==> src/rtl/tagsim_cfg.sv <==
module tagsim_cfg #(
  parameter int MAX_SETS_LOG2 = 6,
  parameter int MIN_BLK_LOG2  = 5,
  parameter int MAX_BLK_LOG2  = 7,
  parameter int MAX_WAYS      = 4,
  parameter int SL_W          = 3,
  parameter int BL_W          = 3,
  parameter int WCNT_W        = 3
) (
  input  logic              clk_i,
  input  logic              rst_ni,
  input  logic              we_i,
  input  logic [SL_W-1:0]   sets_log2_i,
  input  logic [BL_W-1:0]   blk_log2_i,
  input  logic [WCNT_W-1:0] ways_i,
  output logic [SL_W-1:0]   sets_log2_o,
  output logic [BL_W-1:0]   blk_log2_o,
  output logic [WCNT_W-1:0] ways_o
);
  localparam logic [SL_W-1:0]   SL_MAX = SL_W'(MAX_SETS_LOG2);
  localparam logic [BL_W-1:0]   BL_MIN = BL_W'(MIN_BLK_LOG2);
  localparam logic [BL_W-1:0]   BL_MAX = BL_W'(MAX_BLK_LOG2);
  localparam logic [WCNT_W-1:0] W_MAX  = WCNT_W'(MAX_WAYS);

  logic [SL_W-1:0]   sl_c;
  logic [BL_W-1:0]   bl_c;
  logic [WCNT_W-1:0] w_c;

  always_comb begin
    sl_c = (sets_log2_i > SL_MAX) ? SL_MAX : sets_log2_i;
    bl_c = (blk_log2_i < BL_MIN) ? BL_MIN :
           (blk_log2_i > BL_MAX) ? BL_MAX : blk_log2_i;
    w_c  = (ways_i == '0) ? WCNT_W'(1) :
           (ways_i > W_MAX) ? W_MAX : ways_i;
  end

  always_ff @(posedge clk_i or negedge rst_ni) begin
    if (!rst_ni) begin
      sets_log2_o <= SL_MAX;
      blk_log2_o  <= BL_MAX;
      ways_o      <= W_MAX;
    end else if (we_i) begin
      sets_log2_o <= sl_c;
      blk_log2_o  <= bl_c;
      ways_o      <= w_c;
    end
  end
endmodule

==> config.mk <==
export PLATFORM = sky130hd
export DESIGN_NAME = tagsim_cfg
export DESIGN_NICKNAME = d
export VERILOG_FILES = /design/src/rtl/tagsim_cfg.sv
export SDC_FILE = /design/constraint.sdc
export NUM_CORES = 1
export LEC_CHECK = 0
export BUFFER_PORTS_ARGS = -buffer_cell sky130_fd_sc_hd__buf_4
export CAP_MARGIN = 30
export CORE_AREA = 2 2 39 41
export CTS_BUF_LIST = sky130_fd_sc_hd__clkbuf_8 sky130_fd_sc_hd__clkbuf_16
export DETAILED_ROUTE_END_ITERATION = 12
export DIE_AREA = 0 0 41 43
export PLACE_DENSITY = 0.58
export SLEW_MARGIN = 0
export SYNTH_ARGS = -nofsm -noshare
export SYNTH_HDL_FRONTEND = slang
export SYNTH_SLANG_ARGS = --single-unit
==> constraint.sdc <==
create_clock -name clk_i -period 0.8 [get_ports clk_i]
set_input_delay 0.08 -clock clk_i [delete_from_list [all_inputs] [get_ports clk_i]]
set_output_delay 0.08 -clock clk_i [all_outputs]
set_load 0.01 [all_outputs]
==> Yosys cells after proc, flatten, opt, wreduce, memory -nomap -nowiden <==
Cells that the tools add are included.
{ "op_classes": {"order_cmp": 4, "muxes": 5, "reduce_logical": 1} }
{ "ops": {"columns": ["cell", "count"], "rows": [
  ["two-way mux 3 bit", 5],
  ["greater-than comparator 3 bit, second input constant", 3],
  ["logical NOT 3 bit", 1],
  ["less-than comparator 3 bit, second input constant", 1]
]} }
{ "totals": {"reg_bits": 9, "inputBits": 12, "output_inout_bits": 9, "word_cells": 13} }

==> Depth between registers and ports, before layout <==
{ "logic_depth": {"depth_word": 3, "ltp_mapped": 3, "ltp_nobuf": 2} }

==> Worst setup path after synthesis <==
No wires, ideal clock.
{ "synth_timing": {"kind": "register to register", "start": "reg, netlist name blk_log2_o[0]", "end": "reg blk_log2_o[0]", "arrival_time_ps": 709, "t_required_ps": 722, "slack_ps": 13, "stages_incl_launch_ff": 3, "n_path_buf": 0, "period_less_slack_ps": 787, "cell_sequence": "dfstp_2 -> nor2_1 -> a41oi_2"} }
{ "synth_lines": {"columns": ["element", "line", "source"], "rows": [
  ["end signal, assigned", "44", "blk_log2_o <= bl_c;"],
  ["end, declared", "17", "output logic [BL_W-1:0] blk_log2_o,"]
]} }

==> Worst setup path after layout <==
{ "layout_timing": {"start": "reg sets_log2_o[1]", "end": "out sets_log2_o[1]"} }
{ "layout_lines": {"columns": ["element", "line", "source"], "rows": [
  ["start, declared", "16", "output logic [SL_W-1:0] sets_log2_o,"],
  ["start signal, assigned", "43", "sets_log2_o <= sl_c;"]
]} }
No word-level cell between the ends.

==> impl_metrics.sql <==
INSERT INTO impl_metrics (metric_group, metric, value, unit) VALUES
('layout', 'final_cell_area', '653', 'um^2'),
('power_and_ir_drop', 'p_per_area', '1930', 'nW/um^2'),
('layout', 'antenna_cells_inserted', '0', ''),
('clocking', 'cts_num_sinks', '9', ''),
('synthesis', 'post_synth_xor_area_fraction', '0', '%'),
('synthesis', 'postSynthAreaPerCell', '13.3', 'um^2'),
('floorplanning', 'die_height', '43', 'um'),
('setup_path', 'crit_path_end_kind', 'primary output', ''),
('routing', 'detail_routed_via_count_per_cell', '4.10', ''),
('sta', 'min_period_over_period', '117', '%'),
('grt', 'grt_pass1_vias', '306', ''),
('power_and_ir_drop', 'vdd_ir_drop_max', '0.00110', 'V'),
('routing', 'num_vias', '291', ''),
('synthesis', 'netlist.area_leader.share', '40.8', '%'),
('placement', 'io_buffers', '20', ''),
('synthesis', 'synth.area.top_cells', 'dfstp_2, dfrtp_1, mux2_4, mux2_2, a41oi_2', ''),
('floorplanning', 'die-area', '1760', 'um^2'),
('synthesis', 'yosys_register_bits', '9', ''),
('placement', 'postPlaceCellArea', '546', 'um^2'),
('grt', 'grt_first_pass_wirelength', '1190', 'um'),
('synthesis', 'yosysUniqueCellTypes', '16', ''),
('floorplanning', 'pin_count', '21', ''),
('sta', 'fmax', '1070', 'MHz'),
('sta', 'grt_setup_unrepaired', 'true', ''),
('sta', 'timing.final.crit_period', '0.935', 'ns'),
('clocking', 'cts_htree_levels', '1', ''),
('power_and_ir_drop', 'post-layout-total-power', '1.26', 'mW'),
('grt', 'grt_overflow', '0', ''),
('routing', 'residual_drc', '0', ''),
('synthesis', 'syn_nets', '41', ''),
('floorplanning', 'std_cell_rows', '14', ''),
('sta', 'post_route_worst_setup_slack', '-0.135', 'ns'),
('synthesis', 'synth_compound_gate_area_share', '10.4', '%'),
('placement', 'place.gp.congestion', '0.663', ''),
('setup_path', 'cp.required', '0.72', 'ns'),
('clocking', 'num_cts_buffers', '3', ''),
('sta', 'hold_vio_cnt_final', '0', ''),
('synthesis', 'yosysWarningCount', '0', ''),
('routing', 'drt-initial-drc-count', '0', ''),
('floorplanning', 'initial_utilization', '27.9', '%'),
('routing', 'drt_first_pass_iters', '1', ''),
('clocking', 'skew_pair_late_insertion_delay', '0.22', 'ns'),
('layout', 'layout-drive-gt1-share', '67.3', '%'),
('setup_path', 'cpPeakStageDelay', '0.53', 'ns'),
('flow_run', 'max_cap_viol_count', '0', ''),
('synthesis', 'yosys-mux-area-fraction', '13.6', '%'),
('setup_path', 'crit_chain', 'buf_6', ''),
('layout', 'area_growth_syn_to_layout', '68.9', '%'),
('synthesis', 'synth.cell_area', '387', 'um^2'),
('grt', 'grt_use_total', '9.94', '%'),
('setup_path', 'critical_path.slowest_cell', 'dfstp_2', ''),
('placement', 'place.detailed.hpwl', '540', 'um'),
('status', 'result_of_the_run', 'finished with violations', ''),
('synthesis', 'synth.largest_area_cell', 'dfstp_2', ''),
('clocking', 'ctsRootBufferMaster', 'clkbuf_8', ''),
('routing', 'antenna_left', '0', ''),
('floorplanning', 'die_width', '41', 'um'),
('sta', 'setup_clock_skew_after_layout', '0', 'ns'),
('status', 'failed_checks', 'negative setup slack', ''),
('synthesis', 'post_synth_inst_count', '29', ''),
('sta', 'relSlewSlack', '89.9', '%'),
('routing', 'avgRoutedWirePerCell', '9.97', 'um'),
('synthesis', 'post_synthesis_share_of_cell_area_spent_on_and_or_nand_and_nor_gates', '9.06', '%'),
('grt', 'grt_start_max_net_pins', '14', ''),
('setup_path', 'worstPathArrival', '0.85', 'ns'),
('setup_path', 'timing_worst_setup_path_type', 'reg2out', ''),
('clocking', 'cts_tree', 'built', ''),
('grt', 'number_of_antenna_violations_at_the_first_check_in_global_routing', '0', ''),
('layout', 'nNetsFinal', '68', ''),
('routing', 'drt_wl_total', '708', 'um'),
('clocking', 'clk_transition_reported_paths', '0.04', 'ns'),
('sta', 'worst_slew_pin_slew', '0.150', 'ns'),
('synthesis', 'seq_area_frac_synth', '60.2', '%'),
('synthesis', 'combinational_family_with_the_most_area_after_synthesis', 'multiplexers', ''),
('setup_path', 'crit_path_max_fanout', '2', ''),
('clocking', 'clockBufferDepth', '2', ''),
('setup_path', 'crit_path_start_kind', 'flip-flop', ''),
('setup_path', 'critPathTopFamily', 'flip-flops', ''),
('sta', 'finalSetupViolCount', '11', ''),
('synthesis', 'yosys.area_share.adder', '0', '%'),
('worst_hold_path', 'worst_hold_class', 'in2reg', ''),
('floorplanning', 'core_region_area', '1380', 'um^2'),
('sta', 'slew_violations', '0', ''),
('power_and_ir_drop', 'total_leakage_power', '0.307', 'nW'),
('setup_path', 'buf_inv_on_cp', '1', '');
==> flip-flops by register name (all words and copies together) (netlist names) <==
signal	flops
sets_log2_o	3
ways_o	3
blk_log2_o	3
==> kinds of logic (layout without fill, tap and decap cells) <==
group	count (synthesis)	after routing
flops	9	9
buf+inv	5	31
compound gates	5	5
mux	4	4
simple gates	6	6
==> metrics by stage <==
| step | worst slack (ns) | cells | util [%] | hold slack [ns] | setup TNS, ns |
|---|---|---|---|---|---|
| 6_report | -0.135 | 71 | 47.2 | 0.0356 | -0.844 |
| 5_1_grt | -0.160 | 71 | 47.2 | 0.0299 | -1.10 |
| 4_1_cts | -0.146 | 70 | 46.4 | 0.0334 | -0.895 |
| 3_5_place_dp | 0.00304 | 64 | 39.4 | -0.0927 | 0 |
| 3_3_place_gp | 0.0359 | 64 | 39.4 | -0.0896 | 0 |
| 2_1_floorplan | 0.0128 | 29 | - | -0.216 | 0 |
==> cell usage in the layout (no fill, tap or decap) <==
cell,Yosys,routed
a21boi_0,1,1
a41oi_2,1,1
buf_4,0,13
buf_6,1,9
clkbuf_8,0,3
dfrtp_1,3,3
dfstp_2,6,6
dlygate4sd3_1,0,1
inv_1,4,5
mux2_2,2,2
mux2_4,2,2
nand2b_1,1,1
nand3_1,1,1
nand3b_1,1,1
nor2_1,1,1
nor2b_1,1,1
o21ai_0,2,1
o21ai_2,0,1
o22ai_1,1,1
or2_1,1,1
==> synth_stat cells, drive strengths merged <==
master  count
a21boi      1
a41oi       1
buf         1
dfrtp       3
dfstp       6
inv         4
mux2        4
nand2b      1
nand3       1
nand3b      1
nor2        1
nor2b       1
o21ai       2
o22ai       1
or2         1
==> worst paths after layout <==
kind	endpoint	depth (start not counted)	slack (ns)	startpoint
min in group asynchronous	ways_o[0]	2	0.22	rst_ni
hold / removal	blk_log2_o[0]	2	0.04	blk_log2_i[1]
hold reg to reg	blk_log2_o[1]	2	0.47	blk_log2_o[1]
setup / recovery	sets_log2_o[1]	1	-0.13	sets_log2_o[1]
setup reg to reg	sets_log2_o[1]	2	-0.02	sets_log2_o[1]
max in group asynchronous	sets_log2_o[1]	2	0.37	rst_ni
==> metal layers <==
layer	wire length, um	global-route usage, %
met1	324	15.0
met2	315	11.9
met3	61	3.14
met4	7	6.00
met5	0	0
==> what timing repair did <==
action                                 in CTS  in global routing
endpoints found under the hold margin       9                  0
resized for setup                           9                  2
setup endpoints to repair                  10                 11
pin swaps                                   0                  1
hold buffers                                1                  0
buffers inserted                            1                  1
==> cell type report <==
class / count / area [um^2]
fill: 131 / 731
sequential: 9 / 233
timing repair buffer: 23 / 209
multi-input combinational: 15 / 131
clock buffer: 3 / 41.3
tap: 16 / 20.0
inverter: 4 / 15.0
clock inverter: 1 / 3.75
==> power by group <==
part / internal [mW] / switching, mW / total, mW / leakage (nW)
Clock: 0.332 / 0.156 / 0.488 / 0.0269
Combinational: 0.153 / 0.0810 / 0.234 / 0.179
Sequential: 0.511 / 0.0262 / 0.537 / 0.101
Total: 0.996 / 0.263 / 1.26 / 0.307
Note: power is estimated with default switching activity, not from simulation.
